**src/rtl/lockdet_pkg.sv**
```systemverilog
package lockdet_pkg;
    typedef enum logic [1:0] {
        ST_OFF  = 2'd0,
        ST_WAIT = 2'd1,
        ST_ACQ  = 2'd2,
        ST_LOCK = 2'd3
    } ld_state_e;

    localparam int CH_INC = 0;
    localparam int CH_DEC = 1;
    localparam int NCH    = 2;
endpackage

```
**src/rtl/ld_channel.sv**
```systemverilog
module ld_channel #(
    parameter int EDGE_CNT = 2,
    parameter int RUN_LEN  = 4
) (
    input  logic clk,
    input  logic rst_n,
    input  logic enable,
    input  logic sig,
    input  logic acq_clr,
    input  logic acq_act,
    input  logic run_act,
    output logic edge_hit,
    output logic run_hit
);
    localparam int EW = $clog2(EDGE_CNT + 1);
    localparam int RW = $clog2(RUN_LEN + 1);

    logic          sig_q;
    logic          rise;
    logic [EW-1:0] edge_cnt;
    logic [RW-1:0] run_cnt;

    // previous sample of the input for rising-edge detection
    always_ff @(posedge clk or negedge rst_n) begin
        if (!rst_n) sig_q <= 1'b0;
        else        sig_q <= sig;
    end

    assign rise = sig & ~sig_q;

    // rising edges seen inside the acquire window
    always_ff @(posedge clk or negedge rst_n) begin
        if (!rst_n)                  edge_cnt <= '0;
        else if (!enable || acq_clr) edge_cnt <= '0;
        else if (acq_act && rise)    edge_cnt <= edge_cnt + 1'b1;
    end

    assign edge_hit = acq_act && rise && (edge_cnt == EW'(EDGE_CNT - 1));

    // consecutive high samples while locked
    always_ff @(posedge clk or negedge rst_n) begin
        if (!rst_n)                          run_cnt <= '0;
        else if (!enable || !run_act || !sig) run_cnt <= '0;
        else if (run_cnt != RW'(RUN_LEN - 1)) run_cnt <= run_cnt + 1'b1;
    end

    assign run_hit = run_act && sig && (run_cnt == RW'(RUN_LEN - 1));
endmodule

```
**src/rtl/ld_window.sv**
```systemverilog
module ld_window #(
    parameter int WIN_LEN = 6
) (
    input  logic clk,
    input  logic rst_n,
    input  logic enable,
    input  logic clr,
    input  logic act,
    output logic last
);
    localparam int WW = $clog2(WIN_LEN + 1);

    logic [WW-1:0] cnt;

    always_ff @(posedge clk or negedge rst_n) begin
        if (!rst_n)              cnt <= '0;
        else if (!enable || clr) cnt <= '0;
        else if (act)            cnt <= cnt + 1'b1;
    end

    assign last = act && (cnt == WW'(WIN_LEN - 1));
endmodule

```
**src/rtl/fll_lock_fsm.sv**
```systemverilog
module fll_lock_fsm
    import lockdet_pkg::*;
#(
    parameter int               WIN_LEN  = 6,
    parameter int               EDGE_CNT = 2,
    parameter int               RUN_LEN  = 4,
    parameter int               PROG_W   = 2,
    parameter logic [PROG_W-1:0] PROG_SEL = '0
) (
    input  logic              clk,
    input  logic              rst_n,
    input  logic              enable_i,
    input  logic              eoc_i,
    input  logic [PROG_W-1:0] unlock_prog_i,
    input  logic              inc_i,
    input  logic              dec_i,
    output logic              lock_o
);
    ld_state_e      state, nxt;
    logic [NCH-1:0] ch_sig;
    logic [NCH-1:0] edge_hit;
    logic [NCH-1:0] run_hit;
    logic           start_hit;
    logic           acq_act;
    logic           run_act;
    logic           win_last;

    assign ch_sig[CH_INC] = inc_i;
    assign ch_sig[CH_DEC] = dec_i;

    assign start_hit = enable_i && (state == ST_WAIT) && eoc_i
                       && (unlock_prog_i == PROG_SEL);
    assign acq_act   = enable_i && (state == ST_ACQ);
    assign run_act   = enable_i && (state == ST_LOCK);

    for (genvar g = 0; g < NCH; g++) begin : g_ch
        ld_channel #(
            .EDGE_CNT(EDGE_CNT),
            .RUN_LEN (RUN_LEN)
        ) u_ch (
            .clk     (clk),
            .rst_n   (rst_n),
            .enable  (enable_i),
            .sig     (ch_sig[g]),
            .acq_clr (start_hit),
            .acq_act (acq_act),
            .run_act (run_act),
            .edge_hit(edge_hit[g]),
            .run_hit (run_hit[g])
        );
    end

    ld_window #(
        .WIN_LEN(WIN_LEN)
    ) u_win (
        .clk   (clk),
        .rst_n (rst_n),
        .enable(enable_i),
        .clr   (start_hit),
        .act   (acq_act),
        .last  (win_last)
    );

    // state register
    always_ff @(posedge clk or negedge rst_n) begin
        if (!rst_n) state <= ST_OFF;
        else        state <= nxt;
    end

    // transitions
    always_comb begin
        nxt = state;
        if (!enable_i) begin
            nxt = ST_OFF;
        end else begin
            unique case (state)
                ST_OFF:  nxt = ST_WAIT;
                ST_WAIT: if (start_hit) nxt = ST_ACQ;
                ST_ACQ: begin
                    if (|edge_hit)     nxt = ST_LOCK;
                    else if (win_last) nxt = ST_WAIT;
                end
                ST_LOCK: if (|run_hit) nxt = ST_WAIT;
                default: nxt = ST_OFF;
            endcase
        end
    end

    // outputs
    always_comb begin
        lock_o = (state == ST_LOCK) && enable_i;
    end
endmodule

```
**config.mk**
```make
export PLATFORM = sky130hd
export DESIGN_NAME = fll_lock_fsm
export DESIGN_NICKNAME = d
export VERILOG_FILES = /design/src/rtl/lockdet_pkg.sv /design/src/rtl/ld_channel.sv /design/src/rtl/ld_window.sv /design/src/rtl/fll_lock_fsm.sv
export SDC_FILE = /design/constraint.sdc
export NUM_CORES = 1
export LEC_CHECK = 0
export BUFFER_PORTS_ARGS = -buffer_cell sky130_fd_sc_hd__buf_2
export CORE_MARGIN = 2
export CORE_UTILIZATION = 38
export DETAILED_ROUTE_END_ITERATION = 8
export PLACE_DENSITY_LB_ADDON = 0.1
export RECOVER_POWER = 25
export SLEW_MARGIN = 10
export SYNTH_ARGS = -nofsm -noshare
export SYNTH_HDL_FRONTEND = slang
export SYNTH_HIERARCHICAL = 1
export SYNTH_SLANG_ARGS = --single-unit
```
**constraint.sdc**
```tcl
create_clock -name clk -period 3.89 [get_ports clk]
set_clock_uncertainty 0.2 [all_clocks]
set_input_delay 0.778 -clock clk [delete_from_list [all_inputs] [get_ports clk]]
set_output_delay 0.778 -clock clk [all_outputs]
set_load 0.1 [all_outputs]
```
======== Word level (Yosys, flattened, before mapping) ========
Cells that the tools add are included.
operators by class
  bitwise gates (word level) .............. 4
  magnitude comparators ................... 0
  reduce and logical (&&, ||, !) cells .... 32
  div/mod/pow operators ................... 0
  shift-type cells ........................ 0
  equal/unequal tests ..................... 13
  $add $sub $neg .......................... 5
  multipliers ............................. 0
  multiplexer cells ....................... 16
operator list
  cell                                            count
  two-way mux 2 bit                               9
  two-way mux 3 bit                               6
  logical AND 1 bit                               14
  nonzero test 2 bit                              5
  adder 3 x 1 -> 3 bit (second input constant)    3
  != test 3 x 2 -> 1 bit (second input constant)  3
  one-hot mux 2 bit (4 select lines)              1
  == test 2 x 1 -> 1 bit (second input constant)  3
  == test 3 x 2 -> 1 bit (second input constant)  2
  adder 2 x 1 -> 2 bit (second input constant)    2
  == test 2 bit (second input constant)           2
  logical NOT 1 bit                               4
  logical NOT 2 bit                               2
  logical OR 1 bit                                4
  != test 4 x 2 -> 1 bit (second input constant)  1
  OR reduction 2 bit                              2
  == test 3 bit (second input constant)           1
  != test 3 bit (second input constant)           1
  AND reduction 3 bit                             1
  bitwise AND 1 bit                               2
  NOT 1 bit                                       2
word-level totals
  memories ................................ 0
  logic and storage cells ................. 78
  bits in read-only memories .............. 0
  flip-flop bits (word level) ............. 17
  bits in latches ......................... 0
  bits of input ports ..................... 8
  RAM bits ................................ 0

======== Depth between registers and ports, before layout ========
  depth after elaboration ................. 8
  mapped depth ............................ 9
  mapped depth without buffers ............ 9

======== Cells and area by module ========
Netlist, hierarchy kept.
modules (own cells, without submodules)
  module        area each (µm²)  sequential area each (µm²)  times used  cells an instance
  ld_channel    316.6            150.1                       2           28
  fll_lock_fsm  216.5            50.0                        1           23
  ld_window     163.9            75.1                        1           15

======== Worst setup path before layout ========
OpenSTA, ideal clock, no wires.
  path kind ............................... in2reg
  start point ............................. input port enable_i
  end point ............................... register state[1]
  path buffers ............................ 0
  data required time ...................... 3562 ps
  slack ................................... 1188 ps
  stages .................................. 5
  arrival ................................. 2375 ps
  path through ............................ and2_1 and3_1 nand4bb_1 o221ai_2 mux2_1
between the ends
  elaborated cells on any way between the ends .. 23
  those cells by class .................... eq/ne: 3; mux: 3; reduce/logical: 17
RTL lines
  what                            RTL line            RTL
  start: declaration              fll_lock_fsm.sv:12  input logic enable_i,
  logical AND 1 bit               fll_lock_fsm.sv:34  assign run_act = enable_i && (state == ST_LOCK);
  logical AND 1 bit (2 in a row)  ld_channel.sv:47    assign run_hit = run_act && sig && (run_cnt == RW'(RUN_LEN - 1));
  via run_hit[0]                  fll_lock_fsm.sv:22  logic [NCH-1:0] run_hit;
  OR reduction 2 bit              fll_lock_fsm.sv:83  ST_LOCK: if (|run_hit) nxt = ST_WAIT;
  != test 3 bit (no line)         n/a
  AND reduction 3 bit (no line)   n/a
  end signal: assignment          fll_lock_fsm.sv:67  else state <= nxt;
  end: declaration                fll_lock_fsm.sv:19  ld_state_e state, nxt;
The timed path passes the listed nets, and every way through them passes these cells.
A chain may end at the register's enable or synchronous reset.

======== Worst setup path after layout ========
  start point ............................. input port enable_i
  end point ............................... output port lock_o
between the ends
  longest elaborated chain between the ends .. 1
ends and longest elaborated chain
  what               RTL line            RTL
  logical AND 1 bit  fll_lock_fsm.sv:91  lock_o = (state == ST_LOCK) && enable_i;
  end: declaration   fll_lock_fsm.sv:17  output logic lock_o
No other way between the ends.

==> results.sh <==
export IMPL_hold_violations=0
export IMPL_whs_ns=0.342
export IMPL_ioPinCount=9
export IMPL_post_route_util=0.446
export IMPL_p_int_uw=237
export IMPL_seq_area_um2=425
export IMPL_startpoint_type="input pin"
export IMPL_postCtsResizedCells=0
export IMPL_setup_viol=0
export IMPL_cts_tree="yes"
export IMPL_area_growth_pct=10.0
export IMPL_ys_ff_latch=17
export IMPL_yosysUniqueCellTypes=28
export IMPL_regToRegStartpoint="state[0]"
export IMPL_grt_pass1_wl_um=2850
export IMPL_syn_num_nets=114
export IMPL_grt_setup_unrepaired="no"
export IMPL_final_fill_count=251
export IMPL_p_clk_frac=0.299
export IMPL_holdCritPathClass="register to register"
export IMPL_drive_gt1_frac=0.132
export IMPL_switchingPower_uw=87.4
export IMPL_layout_commonest_cell="dfrtp_1"
export IMPL_cts_hold_buf=0
export IMPL_cp_max_fo=15
export IMPL_coreArea_um2=2500
export IMPL_numCtsBuffers=3
export IMPL_cp_common_cell="buf_2"
export IMPL_wl_per_cell_um=12.4
export IMPL_yosys_warnings=6
export IMPL_ant_nets=0
export IMPL_p_per_area_nw_per_um2=291
export IMPL_pre_cts_ws_ns=1.13
export IMPL_arrival_ns=1.69
export IMPL_max_vdd_ir_drop_uv=195
export IMPL_cp_data_required_time_ns=2.91
export IMPL_groute_usage_overall=0.117
export IMPL_start_util=0.405
export IMPL_portBuffers=8
export IMPL_overflow=0
export IMPL_synth_flop_cell="dfrtp_1"
export IMPL_dr_pass1_iters=2
export IMPL_routed_via_density=5.09
export IMPL_finalPower_uw=324
export IMPL_synth_avg_cell_area_um2=10.8
export IMPL_crit_chain="buf_2 -> and2_1 -> buf_2"
export IMPL_numClockSinks=17
export IMPL_final_setup_worst_slack_ns=1.22
export IMPL_dpl_hpwl_um=1290
export IMPL_post_route_drc_count=0
export IMPL_die_h_um=55.6
export IMPL_clkLatencyLatePin_ns=0.29
export IMPL_syn_area_um2=1010
export IMPL_die_area_um2=3100
export IMPL_cts_setup_buffers=0
export IMPL_synthArstFlopShare=1.00
export IMPL_num_rows=18
export IMPL_synth_edf_count=0
export IMPL_worst_pin_slew_ns=0.948
export IMPL_die_width_um=55.6
export IMPL_setup_tns_ns=0
export IMPL_slowest_delay_ns=0.45
export IMPL_crit_start="enable_i"
export IMPL_clk_transition_reported_paths_ns=0.10
export IMPL_status="finished, final reports clean"
export IMPL_path_class="input pin to output pin"
export IMPL_fin_crit_ns=2.67
export IMPL_path_delay_family="buffers and inverters"
export IMPL_grt_max_degree=18
export IMPL_cts_root_buffer="clkbuf_4"
export IMPL_slew_headroom=0.368
export IMPL_grt_pass1_vias=639
export IMPL_worst_setup_path_end_kind="output pin"
export IMPL_finalCritPeriodShare=0.686
export IMPL_h_tree_depth=1
export IMPL_multiInputGateArea_um2=543
export IMPL_yosysSeqAreaShare=0.420
export IMPL_sequentialPowerShare=0.573
export IMPL_cts_buffer_depth=2
export IMPL_final_cell_mix="dfrtp_1 (17), inv_1 (12), ha_1 (12)"
export IMPL_grt_antenna_before_repair=0
export IMPL_combPwrFrac=0.128
export IMPL_drt_total_wl_um=1690
export IMPL_slew_violations=0
export IMPL_final_net_count=127
export IMPL_crit_buf_inv=2
export IMPL_syn_inst=94
export IMPL_cap_violations=0
export IMPL_min_from="g_ch[0].u_ch/run_cnt[2]"
export IMPL_power_leakage_uw=0.000547
export IMPL_vias=692
export IMPL_drtIter0Drc=6
export IMPL_gp_congestion=0.728
export IMPL_swShare=0.269
export IMPL_antenna_cells=0
export IMPL_crit_slowest_cell="buf_2"
export IMPL_fmax_mhz=375
## state kept, by name, indices dropped and copies added (netlist names)
signal              count
g_ch.u_ch/edge_cnt      4
u_win/cnt               3
g_ch.u_ch/sig_q         2
state                   2
g_ch.u_ch/run_cnt       6
## worst min-delay path: stages, from the launching register on
cell	delay (ns)
dfrtp_1	0.37
inv_1	0.07
a211oi_1	0.07
## synth_stat cells (all sizes together), types with 3 or more instances
master | count | area, µm²
nor2 | 9 | 33.8
inv | 12 | 45.0
nor2b | 3 | 18.8
nand3b | 5 | 37.5
and3 | 3 | 20.0
dfrtp | 17 | 425
mux2i | 5 | 50.1
a211oi | 3 | 22.5
ha | 12 | 150
## stage by stage
| step | cell area, µm² | std cells |
|---|---|---|
| 4_1_cts | 1120 | 136 |
| 3_5_place_dp | 1090 | 132 |
| 5_1_grt | 1110 | 136 |
| 2_1_floorplan | 1010 | 94 |
| 3_3_place_gp | 1090 | 132 |
| 6_report | 1110 | 136 |
## power groups by stage
stage               clock, µW  combinational (µW)  sequential [µW]
finish                   96.9                41.5              186
global route              115                46.4              187
CTS                       102                43.7              186
detailed placement          0                43.6              190
global placement            0                42.0              190
floorplan                   0                26.8              189
## worst paths after layout
kind | cells after the start | to | slack [ns]
max | 3 | lock_o | 1.22
max in group asynchronous | 1 | g_ch[1].u_ch/edge_cnt[1] | 2.52
min reg2reg | 2 | g_ch[0].u_ch/run_cnt[2] | 0.34
max reg2reg | 9 | state[1] | 1.48
min | 2 | g_ch[0].u_ch/run_cnt[2] | 0.34
min in group asynchronous | 1 | g_ch[0].u_ch/edge_cnt[1] | 0.39
## per-layer routing
layer  wire (µm)  track usage  up-vias
met5           0            0        -
met4          17       0.0523        0
met3          64       0.0279        2
met2         730        0.170       10
met1         874        0.164      324
li1            -            -      356
## logic make-up after synthesis
group | count (synthesis) | share of synthesized area
and+or+nand+nor | 36 | 0.220
DFF | 17 | 0.420
buffers and inverters | 12 | 0.0444
adders and majority gates | 12 | 0.148
AOI/OAI and AO/OA | 8 | 0.0815
muxes | 6 | 0.0605
xor gates and xnor gates | 3 | 0.0259
## final cells by class
| type | count | share of cell area |
|---|---|---|
| Clock buffer | 3 | 0.0202 |
| Clock inverter | 1 | 0.00449 |
| Inverter | 12 | 0.0404 |
| Multi-Input combinational cell | 65 | 0.487 |
| Sequential cell | 17 | 0.382 |
| Tap cell | 30 | 0.0337 |
| Timing Repair Buffer | 8 | 0.0325 |
Power figures use the tool's default switching activity.
